==> src/rtl/dseg_pkg.sv <==
package dseg_pkg;
  // width able to hold a per-operand shift of 0..n-m
  function automatic int unsigned sh_width(int unsigned n, int unsigned m);
    int unsigned w;
    w = $clog2(n - m + 1);
    return (w < 1) ? 1 : w;
  endfunction
  function automatic int unsigned pos_width(int unsigned n);
    return (n < 2) ? 1 : $clog2(n);
  endfunction
endpackage

==> src/rtl/dseg_lod.sv <==
module dseg_lod #(
  parameter int unsigned N  = 16,
  parameter int unsigned PW = dseg_pkg::pos_width(N)
) (
  input  logic [N-1:0]  x_i,
  output logic [PW-1:0] pos_o,
  output logic          any_o
);
  always_comb begin
    pos_o = '0;
    any_o = 1'b0;
    for (int i = 0; i < N; i++) begin
      if (x_i[i]) begin
        pos_o = PW'(i);
        any_o = 1'b1;
      end
    end
  end
endmodule

==> src/rtl/dseg_seg.sv <==
module dseg_seg #(
  parameter int unsigned N  = 16,
  parameter int unsigned M  = 8,
  parameter int unsigned SW = dseg_pkg::sh_width(N, M)
) (
  input  logic [N-1:0]  x_i,
  output logic [M-1:0]  seg_o,
  output logic [SW-1:0] sh_o
);
  localparam int unsigned PW = dseg_pkg::pos_width(N);

  logic [PW-1:0] pos;
  logic          any;
  logic [PW-1:0] sh_full;

  dseg_lod #(.N(N), .PW(PW)) i_lod (
    .x_i  (x_i),
    .pos_o(pos),
    .any_o(any)
  );

  always_comb begin
    if (any && (pos >= PW'(M - 1))) sh_full = pos - PW'(M - 1);
    else                            sh_full = '0;
    sh_o  = SW'(sh_full);
    seg_o = M'(x_i >> sh_o);
  end
endmodule

==> src/rtl/dseg_mul.sv <==
module dseg_mul #(
  parameter int unsigned N = 16,
  parameter int unsigned M = 8
) (
  input  logic           clk_i,
  input  logic           rst_ni,
  input  logic           valid_i,
  input  logic [N-1:0]   a_i,
  input  logic [N-1:0]   b_i,
  output logic           valid_o,
  output logic [2*N-1:0] prod_o
);
  localparam int unsigned SW = dseg_pkg::sh_width(N, M);
  localparam int unsigned TW = SW + 1;

  logic [M-1:0]   seg_a, seg_b;
  logic [SW-1:0]  sh_a, sh_b;
  logic [2*M-1:0] seg_prod;
  logic [TW-1:0]  sh_tot;
  logic [2*N-1:0] prod_d;

  dseg_seg #(.N(N), .M(M), .SW(SW)) i_seg_a (.x_i(a_i), .seg_o(seg_a), .sh_o(sh_a));
  dseg_seg #(.N(N), .M(M), .SW(SW)) i_seg_b (.x_i(b_i), .seg_o(seg_b), .sh_o(sh_b));

  always_comb begin
    seg_prod = seg_a * seg_b;
    sh_tot   = TW'(sh_a) + TW'(sh_b);
    prod_d   = (2*N)'(seg_prod) << sh_tot;
  end

  always_ff @(posedge clk_i or negedge rst_ni) begin
    if (!rst_ni) begin
      valid_o <= 1'b0;
      prod_o  <= '0;
    end else begin
      valid_o <= valid_i;
      if (valid_i) prod_o <= prod_d;
    end
  end
endmodule

==> config.mk <==
export PLATFORM = sky130hd
export DESIGN_NAME = dseg_mul
export DESIGN_NICKNAME = d
export VERILOG_FILES = /design/src/rtl/dseg_pkg.sv /design/src/rtl/dseg_lod.sv /design/src/rtl/dseg_seg.sv /design/src/rtl/dseg_mul.sv
export SDC_FILE = /design/constraint.sdc
export NUM_CORES = 1
export LEC_CHECK = 0
export ABC_AREA = 1
export BUFFER_PORTS_ARGS = -buffer_cell sky130_fd_sc_hd__buf_2
export CORE_ASPECT_RATIO = 0.5
export CORE_MARGIN = 2
export CORE_UTILIZATION = 35
export CTS_CLUSTER_DIAMETER = 30
export DETAILED_ROUTE_END_ITERATION = 6
export HOLD_SLACK_MARGIN = 0.05
export PLACE_DENSITY = 0.62
export SLEW_MARGIN = 20
export SYNTH_ARGS = -nofsm -noshare
export SYNTH_HDL_FRONTEND = slang
export SYNTH_SLANG_ARGS = --single-unit
==> constraint.sdc <==
create_clock -name clk_i -period 1.7 [get_ports clk_i]
set_input_delay 0.34 -clock clk_i [delete_from_list [all_inputs] [get_ports clk_i]]
set_output_delay 0.34 -clock clk_i [all_outputs]
set_load 0.01 [all_outputs]
==> results by group <==
Floorplan
  – Cell Rows: 33
  – Overall die height: 96.92 µm
  – Die area: 18400 µm²
  – Floorplan core area: 16640 µm²
  – Initial core utilization: 36.32%
  – Ports placed on the boundary: 68
  – Die Width: 189.8 µm

Yosys
  – Most used flip-flop cell after synthesis: dfrtp_1
  – Number of warning messages in the yosys log: 0
  – Post-synthesis compound-gate area fraction: 12.90%
  – Library cell with the largest summed area after synthesis: nand2_1
  – Synthesized cell area: 6043 µm²
  – Synthesized instance count: 927
  – Xor and xnor fraction of the mapped netlist area: 1.449%
  – Synthesized netlist net count: 1041
  – FF+latch count, synth: 33
  – Dominant combinational cell family by area after synthesis: simple AND/OR/NAND/NOR gates
  – Count of flip-flops with a built-in enable after synthesis: 0
  – Main area contributors after synthesis: nand2_1, dfrtp_1, fa_1
  – Multiplexer fraction of the synthesized cell area: 0.9938%
  – Synth unique cells: 55
  – Async S/R FF share, synth: 100.0%
  – Area share of fa/ha/maj cells after synthesis: 20.95%
  – Synth Area per Inst: 6.519 µm²
  – Share of synthesized area occupied by flip-flops and latches: 13.66%
  – Fraction of the mapped netlist area in simple logic gates: 39.07%
  – Share of Yosys cell area claimed by the top area cell type: 14.47%

Critical path
  – Buffer and inverter count on the worst path: 10
  – Worst reg2reg setup slack: 0.83 ns
  – Type of origin of the critical path: input port
  – Kind of capture point of the worst setup path: flop
  – Data arrival, critical path: 6.89 ns
  – Required arrival time at the worst endpoint: 1.86 ns
  – Critical Path Max Stage Delay: 0.56 ns
  – CP max-delay cell: fa_1
  – Category of the critical setup timing path: input port to flop
  – Biggest fanout along the worst timing path: 7
  – Most repeated library cell on the critical path: nand2_1
  – Family with the most delay on the worst path: adder cells

Placement
  – DP HPWL: 14860 µm
  – Port Buffers: 67
  – Setup slack after placement: -5.425 ns
  – Final weighted congestion in routability-driven placement: 0.8798

Detailed routing
  – Routed WL: 18880 µm
  – Post-route DRC: 0
  – Antenna violation net count after detailed routing: 0
  – Average detailed-routed wire length per instance: 12.86 µm
  – Via Count: 7179
  – 1st-pass router iterations: 4
  – DRT iter0 DRCs: 204
  – Via count normalized by instance count: 4.890

CTS
  – Later-pin clock latency in the skew report: 0.27 ns
  – CTS tree: done
  – Max Root-Sink Buffers: 2
  – Buffer cell driving the clock tree root: clkbuf_16
  – H-tree depth: 2
  – Clock-pin transition on the worst setup and hold timing paths: 0.05 ns
  – Hold-fix buffer count after cts: 0
  – Clk sinks: 33
  – Clock buffer count from CTS: 5

Pwr
  – P_leak: 5.084 nW
  – Worst IR drop on VDD: 0.001433 V
  – Power per Cell Area: 1854 nW/µm²
  – Final Power: 18.07 mW

Timing
  – Part of the cycle the worst path needs: 395.8%
  – Final setup violation count: 32
  – Max-slew violation count: 0
  – Final count of hold timing violations: 0
  – Least setup slack across all paths after layout: -5.029 ns
  – Post-Route Skew: 0 ns
  – Slew Limit Headroom: 47.35%
  – Crit path time final: 6.729 ns
  – Actual transition at the worst max-transition pin: 0.7889 ns
  – Peak clock frequency supported by timing: 0.1486 GHz
  – Unrepaired setup endpoints after global routing: yes

Cells and area
  – Number of antenna cells inserted: 0
  – Layout Nets: 1354
  – Ratio of cells with drive above 1 in the final layout: 47.54%
  – FILL cells: 1480
  – Area growth syn-to-layout: 61.28%

Job
  – Max-Cap Viols: 0

GRT
  – Vias in the first global route: 7039
  – Largest net degree at the start of global routing: 34
  – Initial antenna violation count: 0
  – Total routing usage reported by global routing: 20.31%
  – First-pass GRT wire length: 31920 µm
  – Residual overflow from global routing: 0

Min path
  – Hold Path Class: input port to asynchronous set/reset pin

Run status
  – Result of the run: finished, violations left
  – Violated checks: negative setup slack
[synthesized netlist by cell type, types with 7 or more instances]
library cell,n
or2_2,9
inv_1,124
o21ai_0,56
dfrtp_1,33
nand2_2,12
o21ai_1,20
nand2_1,233
buf_2,15
nor2_1,88
nand3_1,101
inv_2,9
a31oi_1,7
fa_1,37
clkbuf_1,12
a21oi_1,24
nand4_1,17
ha_1,42
nand3_2,8
xor2_1,9
nor2_2,7
[cell type report]
type                            instances  area (µm²)  area share (%)
Multi-Input combinational cell        730        5445           55.87
Tap cell                              227       284.0           2.914
Clock buffer                            7       142.6           1.463
Sequential cell                        33       825.8           8.472
Timing Repair Buffer                  335        2489           25.53
Clock inverter                          1       30.03          0.3081
Inverter                              135       530.5           5.443
[cell usage in the layout, fill, tap and decap left out, types with 26 or more instances in the layout]
master	instances
ha_1	29
nand2_2	33
o21ai_2	35
fa_1	33
nand2_1	205
inv_1	103
nor2_2	27
dfrtp_1	33
nor2_1	63
buf_4	247
buf_2	66
nand3_2	26
nand3_1	79
inv_2	26
[kinds of logic after synthesis]
family	after synthesis
simple gates	502
buf+inv	166
compound gates	131
fa+ha+maj	79
flops	33
xor+xnor	10
mux	6
[flip-flops by register name, summed over array words and instances (netlist names)]
register,cells
valid_o,1
prod_o,32
[worst paths after layout]
check                                start          to  cells past startpoint
worst max register to register  prod_o[18]  prod_o[18]                      2
max in group asynchronous           rst_ni  prod_o[26]                      1
worst min register to register   prod_o[4]   prod_o[4]                      2
min in group clk_i                 valid_i     valid_o                      1
worst max-delay path                b_i[1]  prod_o[12]                     51
worst min-delay path                rst_ni  prod_o[15]                      1
[report_power, final]
group          switching, mW  total [mW]  internal [mW]
Combinational           8.41        15.8           7.36
Clock                  0.310        1.04          0.731
Sequential             0.170        1.26           1.09
[layer usage]
| layer | up-vias | global-route usage, % | wire, µm |
|---|---|---|---|
| met5 | - | 0 | 0 |
| met4 | 0 | 3.578 | 222 |
| met3 | 23 | 1.052 | 522 |
| met2 | 132 | 36.64 | 9265 |
| met1 | 3376 | 27.12 | 8866 |
| li1 | 3648 | - | - |
[metrics by stage]
step | utilization (%) | hold WS (ns) | std cells | setup TNS, ns | area (µm²)
after floorplan | - | 0.04441 | 927 | -134.07 | 6404
after global placement | 51.05 | 0.4333 | 1407 | -153.85 | 8494
after detailed placement | 51.05 | 0.4409 | 1407 | -157.05 | 8494
after CTS | 56.92 | 0.1537 | 1461 | -141.46 | 9472
after global routing | 58.58 | 0.1865 | 1468 | -157.71 | 9747
final | 58.58 | 0.1314 | 1468 | -145.87 | 9747
[what timing repair did]
action / in CTS / in global routing
buffers inserted: 44 / 7
gates resized for setup: 128 / 55
pin swaps: 84 / 50
cloned: 2 / 0
setup endpoints to repair: 32 / 32
Note: power is estimated with default switching activity, not from simulation.
